[src/rtl/gpio_irq_pkg.sv]
package gpio_irq_pkg;
  localparam int REG_ADDR_W = 3;

  typedef enum logic [REG_ADDR_W-1:0] {
    REG_DIN       = 3'd0,
    REG_POL       = 3'd1,
    REG_DIR       = 3'd2,
    REG_LVL_MASK  = 3'd3,
    REG_EDGE_MASK = 3'd4,
    REG_CAUSE     = 3'd5
  } reg_sel_e;
endpackage

[src/rtl/gpio_line_sync.sv]
module gpio_line_sync #(
  parameter int WIDTH  = 32,
  parameter int STAGES = 2
) (
  input  logic             clk,
  input  logic             rst_n,
  input  logic [WIDTH-1:0] d_i,
  output logic [WIDTH-1:0] q_o
);
  logic [WIDTH-1:0] stage_q [STAGES];

  always_ff @(posedge clk) begin
    if (!rst_n) begin
      for (int s = 0; s < STAGES; s++) stage_q[s] <= '0;
    end else begin
      stage_q[0] <= d_i;
      for (int s = 1; s < STAGES; s++) stage_q[s] <= stage_q[s-1];
    end
  end

  assign q_o = stage_q[STAGES-1];
endmodule

[src/rtl/gpio_edge_latch.sv]
module gpio_edge_latch #(
  parameter int WIDTH = 32
) (
  input  logic             clk,
  input  logic             rst_n,
  input  logic [WIDTH-1:0] din_i,
  input  logic [WIDTH-1:0] enable_i,
  input  logic             clr_we_i,
  input  logic [WIDTH-1:0] keep_i,
  output logic [WIDTH-1:0] cause_o
);
  logic [WIDTH-1:0] prev_q;
  logic [WIDTH-1:0] cause_q;
  logic [WIDTH-1:0] evt;
  logic [WIDTH-1:0] clr_mask;

  assign evt      = din_i & ~prev_q & enable_i;
  assign clr_mask = clr_we_i ? ~keep_i : '0;

  always_ff @(posedge clk) begin
    if (!rst_n) begin
      prev_q  <= '0;
      cause_q <= '0;
    end else begin
      prev_q  <= din_i;
      cause_q <= (cause_q & ~clr_mask) | evt;
    end
  end

  assign cause_o = cause_q;

  assert_cause_rise_needs_event_R3: assert property (@(posedge clk) disable iff (!rst_n)
    ((cause_q & ~$past(cause_q)) & ~$past(evt)) == '0);

  assert_cause_fall_needs_clear_R9: assert property (@(posedge clk) disable iff (!rst_n)
    ((~cause_q & $past(cause_q)) & ~$past(clr_mask)) == '0);

  assert_edge_wins_clear_R9: assert property (@(posedge clk) disable iff (!rst_n)
    ($past(evt) & ~cause_q) == '0);
endmodule

[src/rtl/gpio_group_or.sv]
module gpio_group_or #(
  parameter int WIDTH      = 32,
  parameter int GROUP_SIZE = 8
) (
  input  logic                          clk,
  input  logic                          rst_n,
  input  logic [WIDTH-1:0]              req_i,
  output logic [WIDTH/GROUP_SIZE-1:0]   grp_o
);
  localparam int NUM_GROUPS = WIDTH / GROUP_SIZE;

  logic [NUM_GROUPS-1:0] grp_q;

  for (genvar g = 0; g < NUM_GROUPS; g++) begin : g_group
    always_ff @(posedge clk) begin
      if (!rst_n) grp_q[g] <= 1'b0;
      else        grp_q[g] <= |req_i[g*GROUP_SIZE +: GROUP_SIZE];
    end
  end

  assign grp_o = grp_q;
endmodule

[src/rtl/gpio_irq_front.sv]
module gpio_irq_front
  import gpio_irq_pkg::*;
#(
  parameter int NUM_LINES   = 32,
  parameter int GROUP_SIZE  = 8,
  parameter int SYNC_STAGES = 2
) (
  input  logic                             clk,
  input  logic                             rst_n,
  input  logic [NUM_LINES-1:0]             pin_i,
  input  logic [REG_ADDR_W-1:0]            bus_addr_i,
  input  logic                             bus_we_i,
  input  logic [NUM_LINES-1:0]             bus_wdata_i,
  output logic [NUM_LINES-1:0]             bus_rdata_o,
  output logic [NUM_LINES/GROUP_SIZE-1:0]  grp_irq_o
);
  localparam int NUM_GROUPS = NUM_LINES / GROUP_SIZE;

  logic [NUM_LINES-1:0] sync_w, din_w, cause_w, req_w;
  logic [NUM_LINES-1:0] pol_q, dir_q, lvl_q, emask_q, rdata_q;
  logic [NUM_GROUPS-1:0] grp_w;
  reg_sel_e             sel;

  assign sel = reg_sel_e'(bus_addr_i);

  gpio_line_sync #(.WIDTH(NUM_LINES), .STAGES(SYNC_STAGES)) i_sync (
    .clk(clk), .rst_n(rst_n), .d_i(pin_i), .q_o(sync_w));

  assign din_w = sync_w ^ pol_q;

  always_ff @(posedge clk) begin
    if (!rst_n) begin
      pol_q   <= '0;
      dir_q   <= '0;
      lvl_q   <= '0;
      emask_q <= '0;
    end else if (bus_we_i) begin
      case (sel)
        REG_POL:       pol_q   <= bus_wdata_i;
        REG_DIR:       dir_q   <= bus_wdata_i;
        REG_LVL_MASK:  lvl_q   <= bus_wdata_i;
        REG_EDGE_MASK: emask_q <= bus_wdata_i;
        default: ;
      endcase
    end
  end

  gpio_edge_latch #(.WIDTH(NUM_LINES)) i_edge (
    .clk(clk), .rst_n(rst_n), .din_i(din_w), .enable_i(dir_q),
    .clr_we_i(bus_we_i && sel == REG_CAUSE), .keep_i(bus_wdata_i),
    .cause_o(cause_w));

  assign req_w = ((din_w & lvl_q) | (cause_w & emask_q)) & dir_q;

  gpio_group_or #(.WIDTH(NUM_LINES), .GROUP_SIZE(GROUP_SIZE)) i_group (
    .clk(clk), .rst_n(rst_n), .req_i(req_w), .grp_o(grp_w));

  assign grp_irq_o = grp_w;

  always_ff @(posedge clk) begin
    if (!rst_n) rdata_q <= '0;
    else begin
      case (sel)
        REG_DIN:       rdata_q <= din_w;
        REG_POL:       rdata_q <= pol_q;
        REG_DIR:       rdata_q <= dir_q;
        REG_LVL_MASK:  rdata_q <= lvl_q;
        REG_EDGE_MASK: rdata_q <= emask_q;
        REG_CAUSE:     rdata_q <= cause_w;
        default:       rdata_q <= '0;
      endcase
    end
  end

  assign bus_rdata_o = rdata_q;

  assert_no_irq_when_masked_R4: assert property (@(posedge clk) disable iff (!rst_n)
    ($past(lvl_q) == '0 && $past(emask_q) == '0) |-> grp_w == '0);

  assert_no_cause_on_output_R7: assert property (@(posedge clk) disable iff (!rst_n)
    ((cause_w & ~$past(cause_w)) & ~$past(dir_q)) == '0);
endmodule

[config.mk]
export PLATFORM = sky130hd
export DESIGN_NAME = gpio_irq_front
export DESIGN_NICKNAME = d
export VERILOG_FILES = /design/src/rtl/gpio_irq_pkg.sv /design/src/rtl/gpio_line_sync.sv /design/src/rtl/gpio_edge_latch.sv /design/src/rtl/gpio_group_or.sv /design/src/rtl/gpio_irq_front.sv
export SDC_FILE = /design/constraint.sdc
export NUM_CORES = 1
export LEC_CHECK = 0
export BUFFER_PORTS_ARGS = -buffer_cell sky130_fd_sc_hd__buf_2
export CORE_UTILIZATION = 53
export DETAILED_ROUTE_END_ITERATION = 10
export PLACE_DENSITY = 0.76
export SLEW_MARGIN = 5
export SYNTH_ARGS = -nofsm -noshare
export SYNTH_HDL_FRONTEND = slang
export SYNTH_SLANG_ARGS = --single-unit
export TNS_END_PERCENT = 100
[constraint.sdc]
create_clock -name clk -period 1.15 [get_ports clk]
set_input_delay 0.0575 -clock clk [delete_from_list [all_inputs] [get_ports clk]]
set_output_delay 0.0575 -clock clk [all_outputs]
set_load 0.005 [all_outputs]
==> metrics.yaml, run 1 <==
timing:
  fin_setup_tns_ns: -0.3108
  finalHoldViolCount: 0
  hold_slack_ns: 0.09449
  fmax_mhz: 789.5
  clock-skew-final_ns: 0.008614
  maxSlewViolCount: 0
  setup_viol: 7
  relSlewSlack_pct: 72.29
  rsz0062_at_grt: "yes"
  tightest_slew_ns: 0.4148
  final.setup.worst_slack_ns: -0.1166
  min_period_over_period_pct: 110.1
  min_period_ns: 1.267
grt:
  grt-ovfl-total: 0
  grt_max_degree: 91
  antenna_found_initial: 2
  grt_pass1_wl_um: 53810
  grt_pass1_vias: 10420
  track_usage_pct: 30.92
critical_path:
  cp.arrival_ns: 1.70
  critPathCaptureType: "register"
  reg2reg_slack_ns: -0.12
  worstSetupPathType: "register to register"
  worst_setup_path_start_kind: "register"
  r2r-end: "i_group.grp_o[2]"
  cp_max_fo: 2
  cp.required_ns: 1.58
  r2r_start: "i_edge.cause_o[22]"
  ff2ff_path_depth: 4
synthesis:
  yosys.cell_count.top_type: "dfxtp_1"
  yosys-top-cells-area: "dfxtp_1 50%, nand2_1 8.8%, a21boi_0 6.4%"
  synth_top_area_cell: "dfxtp_1"
  synth_enable_flop_cells: 0
  synth_cells: 1277
  yosysSeqAreaShare_pct: 50.20
  yosysWarningCount: 0
  ys.flop_type: "dfxtp_1"
  synth-seq-cells: 292
  syn_nets: 1347
  async_flop_share_pct: 0
  synth_area_per_cell_um2: 9.119
  yosysTopAreaCellShare_pct: 50.20
  mappedNetlistArea_um2: 11640
  synth_commonest_cells: "292 x dfxtp_1, 273 x nand2_1, 99 x a21boi_0, 99 x and2_1, 60 x a21boi_1"
  yosysUniqueCellTypes: 46
placed_design:
  portBuffers: 105
  place.gp.congestion: 0.8712
  place_hpwl_um: 21880
clock_network:
  cts_tree: "done"
  htree_levels: 1
  cts_buffers: 29
  clk_latency_ns: 0.55
  cts_sinks: 292
  clk_pin_slew_ns: 0.06
  cts_root_buf: "clkbuf_16"
  clock_path_buffers: 3
power:
  power_per_cell_area_nw_per_um2: 1380
  power_leakage_uw: 0.006214
  ir_worst_vdd_mv: 1.021
run_status:
  outcome: "finished with violations"
  violations: "negative setup slack"
die:
  rows: 53
  die_area_um2: 22570
  die_y_um: 150.2
  initial_core_util_pct: 54.71
  io_pins: 106
  fp.dieW_um: 150.2
  coreArea_um2: 21290
layout:
  nFillCells: 1501
  nets: 1650
  synthToLayoutAreaGrowth_pct: 34.51
  drive_gt1_share_pct: 26.39
worst_hold_path:
  hold-path-endpoint: "bus_rdata_o[14]"
  worstHoldPathType: "input port to register"
  holdCritStartpoint: "bus_addr_i[2]"
  min_path_cells: 4
route:
  drt-initial-drc-count: 946
  dr.pass1.iters: 6
  drcViolationCount: 0
  drt-wirelength-per-cell_um: 18.38
  wl_um: 34560
  viasPerCell: 5.620
  ant_nets: 0
  vias: 10570
job:
  cap_violations: 0
layer usage:
metal | vias up | wire, um | GRT usage (%)
met5 | - | 0 | 0
met4 | 0 | 1268 | 14.49
met3 | 97 | 2826 | 5.455
met2 | 442 | 16710 | 52.59
met1 | 5042 | 13750 | 37.92
li1 | 4985 | - | -
worst max-delay path by stage:
| stage | start | to | slack (ns) |
|---|---|---|---|
| after CTS | pol_q[18] | i_group.grp_o[2] | -0.08 |
| after global placement | bus_addr_i[0] | bus_rdata_o[28] | -0.33 |
| final | i_edge.cause_o[22] | i_group.grp_o[2] | -0.12 |
| after floorplan | bus_addr_i[0] | bus_rdata_o[23] | -0.02 |
| after detailed placement | bus_addr_i[0] | bus_rdata_o[28] | -0.34 |
| after global routing | emask_q[22] | i_group.grp_o[2] | -0.14 |
worst max-delay path, stage by stage (launching register included):
cell	delay, ns
dfxtp_1	0.32
and3_1	0.19
a31oi_2	0.19
o2111ai_2	0.14
o31a_1	0.31
cells in the final DEF, fill, tap and decap left out, drive strengths merged, types with 5 or more instances in the layout:
cell type      n
and2          99
nand4         10
dfxtp        292
a221oi        13
nor3b         10
nand3         35
nand3b        31
a31oi         35
a21boi       159
a21o           6
nand2        273
buf          292
o21ai         38
dlygate4sd3   69
a21oi          8
or2            9
xnor2          6
a22oi         58
nand2b        12
clkinv         5
and3          15
o211ai         8
clkbuf        48
xor2          32
nor2          12
power by group:
group / internal [uW] / switching [uW] / total, uW
clock network: 5400 / 3900 / 9300
registers: 10400 / 146 / 10500
logic: 870 / 913 / 1780
state kept, by name (all words and copies together), names as in the netlist:
| name | cells |
|---|---|
| emask_q | 32 |
| i_sync.stage_q | 64 |
| i_edge.prev_q | 32 |
| i_edge.cause_o | 32 |
| pol_q | 32 |
| bus_rdata_o | 32 |
| dir_q | 32 |
| i_group.grp_o | 4 |
| lvl_q | 32 |
final cells by class:
type | instances | area (um2) | share of cell area, %
Sequential cell | 292 | 5879 | 37.53
Multi-Input combinational cell | 894 | 5709 | 36.45
Timing Repair Buffer | 361 | 2768 | 17.67
Clock buffer | 48 | 917.1 | 5.855
Tap cell | 275 | 344.1 | 2.197
Clock inverter | 6 | 33.78 | 0.2157
Inverter | 2 | 7.507 | 0.04793
Antenna cell | 2 | 5.005 | 0.03195
stage by stage:
stage / std cells / setup slack (ns) / area, um2 / total power (uW) / util [%]
after floorplan: 1277 / -0.02079 / 11650 / 11470 / -
after global placement: 1748 / -0.3293 / 13570 / 12210 / 63.73
after detailed placement: 1748 / -0.3421 / 13570 / 12240 / 63.73
after CTS: 1878 / -0.08467 / 15440 / 21660 / 72.53
after global routing: 1880 / -0.1364 / 15660 / 22300 / 73.58
final: 1880 / -0.1166 / 15660 / 21620 / 73.58
timing repair:
item                                    in CTS  in global routing
endpoints found under the setup margin       8                 18
hold buffers                                69                  0
hold endpoints to repair                   199                  0
pin swaps                                   19                 13
setup buffers                                7                  0
gates resized for setup                     40                 44
logic make-up (layout without fill, tap and decap cells):
logic type | after synthesis | in the layout | synth area share (%)
simple gates | 514 | 514 | 21.96
other cells | 0 | 2 | 0
xor+xnor | 38 | 38 | 2.858
flops | 292 | 292 | 50.20
buf+inv | 91 | 417 | 3.879
compound gates | 337 | 337 | 20.64
mux | 5 | 5 | 0.4620
Note: power is estimated with default switching activity, not from simulation.
==> run 2, diff against run 1 <==
Settings changed: CORE_UTILIZATION 53 to 46, PLACE_DENSITY 0.76 to 0.68.
==> metrics.yaml, run 2 (same netlist as run 1, synthesis figures left out) <==
route:
  dr.pass1.iters: 5  # -1
  ant_nets: 0  # unchanged
  wl_um: 34830  # +0.78%
  drt-initial-drc-count: 731  # -23%
  drcViolationCount: 0  # unchanged
  viasPerCell: 5.363  # -4.6%
  vias: 10420  # -1.4%
  drt-wirelength-per-cell_um: 17.93  # -2.5%
layout:
  mostFrequentLayoutCells: "273 x nand2_1, 261 x dfxtp_1, 184 x buf_4, 104 x buf_2, 99 x and2_1"
  instances_no_fill: 1943  # +3.4%
  multi_input_area_um2: 5672  # -0.66%
  regMostFlops: "i_sync.stage_q"
  layout_commonest_cell: "nand2_1"
  drive_gt1_share_pct: 27.66  # +1.3 points
  synthToLayoutAreaGrowth_pct: 36.75
  nFillCells: 2014  # +34%
  largest_reg_flops: 64  # unchanged
  utilization_pct: 64.72  # -8.9 points
  finish.instance_area_um2: 15920  # +1.7%
  nets: 1664  # +0.85%
  register_area_um2: 5892  # +0.21%
critical_path:
  critPathCaptureType: "register"
  cp_cell_sequence: "xor2_1, a22oi_2, o2111ai_1, o31a_1"
  cpMaxStageDelayCell: "dfxtp_1"
  setup.worst_path.start: "pol_q[20]"
  cp_num_cells: 4  # unchanged
  cp.arrival_ns: 1.65  # -0.05 ns
  cp.required_ns: 1.59  # about the same
  r2r-end: "i_group.grp_o[2]"
  max_stage_delay_ns: 0.32  # about the same
  cp-endpoint: "i_group.grp_o[2]"
  reg2reg_slack_ns: -0.06  # +0.06 ns
  worst_setup_path_start_kind: "register"
  r2r_start: "pol_q[20]"
  worstSetupPathType: "register to register"
  critPathBufInv: 0  # unchanged
  ff2ff_path_depth: 4  # unchanged
  path_delay_family: "compound AO/OA/AOI/OAI gates"
  cp_max_fo: 2  # unchanged
clock_network:
  cts_sinks: 292  # unchanged
  cts_buffers: 31  # +6.9%
  cts_tree: "done"
  clk_pin_slew_ns: 0.07  # about the same
  htree_levels: 1  # unchanged
  clock_path_buffers: 3  # unchanged
  cts_root_buf: "clkbuf_16"
  clk_latency_ns: 0.56  # about the same
run_status:
  violations: "negative setup slack"
  outcome: "finished with violations"
die:
  rows: 57  # +7.5%
  die_y_um: 161.1  # +7.2%
  fp.dieW_um: 161.1  # +7.2%
  io_pins: 106  # unchanged
  initial_core_util_pct: 47.33  # -7.4 points
  die_area_um2: 25950  # +15%
  coreArea_um2: 24600  # +16%
grt:
  use_met2_pct: 44.30  # -8.3 points
  antenna_found_initial: 3  # +1
  track_usage_pct: 26.59  # -4.3 points
  grt-ovfl-total: 0  # unchanged
  use_met3_pct: 3.544  # -1.9 points
  grt_max_degree: 82  # -9.9%
  grt_busiest_layer: "met2"
  grt_pass1_vias: 10260  # -1.6%
  met1_usage_pct: 35.12  # -2.8 points
  grt_pass1_wl_um: 54730  # +1.7%
power:
  power_per_cell_area_nw_per_um2: 1407  # +2.0%
  combPwrFrac_pct: 8.1  # about the same
  intPower_uw: 17260  # +3.6%
  ir_worst_vdd_mv: 1.062  # +4.0%
  clkPwrFrac_pct: 44.9  # +1.9 points
  p_sw_uw: 5152  # +3.9%
  seq_power_share_pct: 47.0  # -1.7 points
  switching_share_pct: 22.99  # +0.051 points
  power_leakage_uw: 0.006316  # +1.6%
worst_hold_path:
  min_path_cells: 4  # unchanged
  worstHoldPathType: "input port to register"
placed_design:
  dp_cells: 1810  # +3.5%
  dpl_cell_area_um2: 13770  # +1.5%
  post-place-ws_ns: -0.3422  # -0.00007000 ns
  portBuffers: 105  # unchanged
  place.gp.congestion: 0.8286  # -4.9%
  place_hpwl_um: 22790  # +4.2%
timing:
  relSlewSlack_pct: 69.26  # -3.0 points
  fmax_mhz: 828.3  # +4.9%
  clock-skew-final_ns: 0.008772  # +0.0001586 ns
  min_period_ns: 1.207  # -0.05936 ns
  finalHoldViolCount: 0  # unchanged
  min_period_over_period_pct: 105.0  # -5.2 points
  setup_viol: 5  # -2
  fin_setup_tns_ns: -0.1497  # +0.1612 ns
  tightest_slew_ns: 0.4586  # +0.04385 ns
  final.setup.worst_slack_ns: -0.05725  # +0.05936 ns
  maxSlewViolCount: 0  # unchanged
  rsz0062_at_grt: "yes"
job:
  cap_violations: 0  # unchanged
[run 2: cell count changes in the layout (fill, tap and decap cells not counted), moves of 4 or more]
cell     before  now
buf_4       176  184
dfxtp_1     269  261
dfxtp_2      21   28
a31oi_2       2    6
buf_12       11   15
[run 2: worst min-delay path by stage]
stage / from / end / slack (ns)
3_5_place_dp: pin_i[10] / i_sync.stage_q[0][10] / 0.27
2_1_floorplan: pin_i[0] / i_sync.stage_q[0][0] / 0.18
6_report: bus_addr_i[0] / bus_rdata_o[18] / 0.08
3_3_place_gp: pin_i[21] / i_sync.stage_q[0][21] / 0.26
5_1_grt: bus_addr_i[0] / bus_rdata_o[18] / 0.12
4_1_cts: bus_addr_i[0] / bus_rdata_o[18] / 0.05
[run 2: repair_timing]
action | 4_1_cts | 5_1_grt
resized for setup | 49 | 37
pin swaps | 22 | 12
hold buffers | 69 | 0
hold endpoints to repair | 199 | 0
endpoints found under the setup margin | 8 | 18
buffers inserted | 6 | 1
[run 2: worst reg2reg max path, stage by stage, from the launching register on]
cell and delay, ns:
dfxtp_1 0.32, xor2_1 0.18, a22oi_2 0.19, o2111ai_1 0.14, o31a_1 0.26
[run 2: power groups by stage]
stage	combinational, uW	sequential [uW]	clock [uW]
after floorplan	757	10700	0
after global placement	1550	10700	0
after detailed placement	1570	10700	0
after CTS	1780	10500	10200
after global routing	1950	10600	10600
final	1820	10500	10100
[run 2: cell type report]
| cell class | count | share of cell area, % |
|---|---|---|
| clock buffers | 45 | 5.767 |
| multi-input cells | 894 | 35.62 |
| well taps | 324 | 2.546 |
| flip-flops and latches | 292 | 37.00 |
| clock inverters | 10 | 0.7386 |
| inverters | 2 | 0.04714 |
| diodes | 3 | 0.04714 |
| repair buffers | 373 | 18.24 |
[run 2: through the flow]
| stage | hold WS (ns) | total power, uW |
|---|---|---|
| detailed placement | 0.2660 | 12300 |
| floorplan | 0.1848 | 11470 |
| global placement | 0.2626 | 12280 |
| global route | 0.1219 | 23140 |
| finish | 0.07926 | 22410 |
| CTS | 0.04545 | 22510 |
[run 2: metal layers]
layer,vias to the layer above,share of wire [%]
met1,4958,44
met4,0,2.9
met2,360,47
li1,5023,-
met3,80,6.2
met5,-,0
==> run 3, diff against run 2 <==
Settings changed: SETUP_SLACK_MARGIN set to 0.05.
==> metrics.yaml, run 3 (same netlist as run 1, synthesis figures left out) <==
run_status:
  outcome: "finished with violations"
  violations: "negative hold slack, negative setup slack"
route:
  drt-wirelength-per-cell_um: 18.05  # +0.70%
  wl_um: 34910  # +0.23%
  viasPerCell: 5.401  # +0.70%
  vias: 10450  # +0.23%
  drcViolationCount: 0  # unchanged
  dr.pass1.iters: 6  # +1
  drt-initial-drc-count: 834  # +14%
  ant_nets: 0  # unchanged
timing:
  relSlewSlack_pct: 71.36  # +2.1 points
  min_period_ns: 1.231  # +0.02403 ns
  hold_slack_ns: -0.002129  # -0.08139 ns
  rsz0062_at_grt: "yes"
  clock-skew-final_ns: 0.008700  # -0.00007255 ns
  setup_viol: 5  # unchanged
  maxSlewViolCount: 0  # unchanged
  fmax_mhz: 812.2  # -2.0%
  min_period_over_period_pct: 107.1  # +2.1 points
  final.setup.worst_slack_ns: -0.08127  # -0.02403 ns
  fin_setup_tns_ns: -0.1866  # -0.03692 ns
  finalHoldViolCount: 1  # +1
  tightest_slew_ns: 0.4295  # -0.02909 ns
critical_path:
  worstSetupPathType: "register to register"
  critPathBufInv: 0  # unchanged
  worst_setup_path_start_kind: "register"
  max_stage_delay_ns: 0.32  # about the same
  path_delay_family: "compound AO/OA/AOI/OAI gates"
  reg2reg_slack_ns: -0.08  # -0.02 ns
  cp_max_fo: 3  # +1
  cp.required_ns: 1.59  # about the same
  cp.arrival_ns: 1.67  # +0.02 ns
  cpMaxStageDelayCell: "dfxtp_1"
  critPathCaptureType: "register"
  cp_cell_sequence: "xor2_1, a22oi_2, o2111ai_2, o31a_1"
clock_network:
  clk_latency_ns: 0.56  # about the same
  cts_sinks: 292  # unchanged
  cts_tree: "done"
  cts_buffers: 31  # unchanged
  cts_root_buf: "clkbuf_16"
  clk_pin_slew_ns: 0.06  # about the same
  htree_levels: 1  # unchanged
  clock_path_buffers: 3  # unchanged
grt:
  grt-ovfl-total: 0  # unchanged
  track_usage_pct: 26.67  # +0.081 points
  grt_pass1_vias: 10170  # -0.83%
  grt_pass1_wl_um: 54590  # -0.25%
  antenna_found_initial: 4  # +1
  grt_max_degree: 111  # +35%
die:
  coreArea_um2: 24600  # unchanged
  die_area_um2: 25950  # unchanged
  die_y_um: 161.1  # unchanged
  initial_core_util_pct: 47.33  # unchanged
  rows: 57  # unchanged
  io_pins: 106  # unchanged
  fp.dieW_um: 161.1  # unchanged
job:
  cap_violations: 0  # unchanged
power:
  power_per_cell_area_nw_per_um2: 1427  # +1.4%
  power_leakage_uw: 0.006340  # +0.38%
  power.total_uw: 22950  # +2.4%
  ir_worst_vdd_mv: 1.338  # +26%
placed_design:
  place.gp.congestion: 0.8415  # +1.6%
  place_hpwl_um: 22000  # -3.5%
  post-place-ws_ns: -0.3666  # -0.02442 ns
  portBuffers: 105  # unchanged
  dp_cells: 1796  # -0.77%
  dpl_cell_area_um2: 13730  # -0.31%
layout:
  drive_gt1_share_pct: 29.18  # +1.5 points
  regMostFlops: "i_sync.stage_q"
  nets: 1652  # -0.72%
  layout_commonest_cell: "nand2_1"
  instances_no_fill: 1934  # -0.46%
  largest_reg_flops: 64  # unchanged
  mostFrequentLayoutCells: "273 x nand2_1, 249 x dfxtp_1, 168 x buf_4, 104 x buf_2, 99 x and2_1"
  finish.instance_area_um2: 16080  # +1.0%
  synthToLayoutAreaGrowth_pct: 38.12
worst_hold_path:
  worstHoldPathType: "input port to register"
-- run 3: cell count changes in the layout (fill, tap and decap cells not counted), sizes merged --
| cell | change |
|---|---|
| clkinvlp | -2 |
| dlygate4sd3 | +2 |
| bufinv | +3 |
| inv | -1 |
| clkbuf | -3 |
| buf | -14 |
| clkinv | +6 |
-- run 3: power breakdown --
group	switching [uW]	leakage (uW)	internal [uW]
clock network	4120	0.000542	6450
registers	151	0.00240	10400
logic	938	0.00340	902
total	5210	0.00634	17700
-- run 3: final cells by class --
class	count	area [um2]
Fill cell	1977	8521
Sequential cell	292	5904
Multi-Input combinational cell	894	5832
Timing Repair Buffer	361	2835
Clock buffer	42	877.1
Tap cell	324	405.4
Clock inverter	16	215.2
Inverter	2	7.507
Antenna cell	3	7.507
-- run 3: final timing paths --
path | startpoint | to | depth (start not counted)
max | pol_q[20] | i_group.grp_o[2] | 4
max reg2reg | pol_q[20] | i_group.grp_o[2] | 4
min reg2reg | i_edge.prev_q[20] | i_edge.cause_o[20] | 1
min | rst_n | i_edge.cause_o[27] | 3
-- run 3: per-stage QoR --
stage / util [%] / hold slack [ns]
after floorplan: - / 0.1848
after global placement: 55.81 / 0.2629
after detailed placement: 55.81 / 0.2656
after CTS: 64.35 / -0.008539
after global routing: 65.37 / 0.004248
final: 65.37 / -0.002129
-- run 3: per-layer routing --
metal / routed length (um) / GRT usage (%) / vias up
li1: - / - / 4998
met1: 15140 / 34.57 / 5036
met2: 16580 / 44.79 / 333
met3: 2076 / 4.417 / 76
met4: 1099 / 9.477 / 2
met5: 13 / 0 / -
-- run 3: timing repair --
action                                  CTS  global route
hold buffers                             73             0
endpoints found under the hold margin   208             0
gates resized for setup                  57            57
endpoints found under the setup margin   15            31
setup buffers                             3             2
pin swaps                                27            23
-- run 3: tightest hold or removal path: stages --
cell      delay (ns)
buf_6           0.12
buf_12          0.18
a21boi_0        0.14
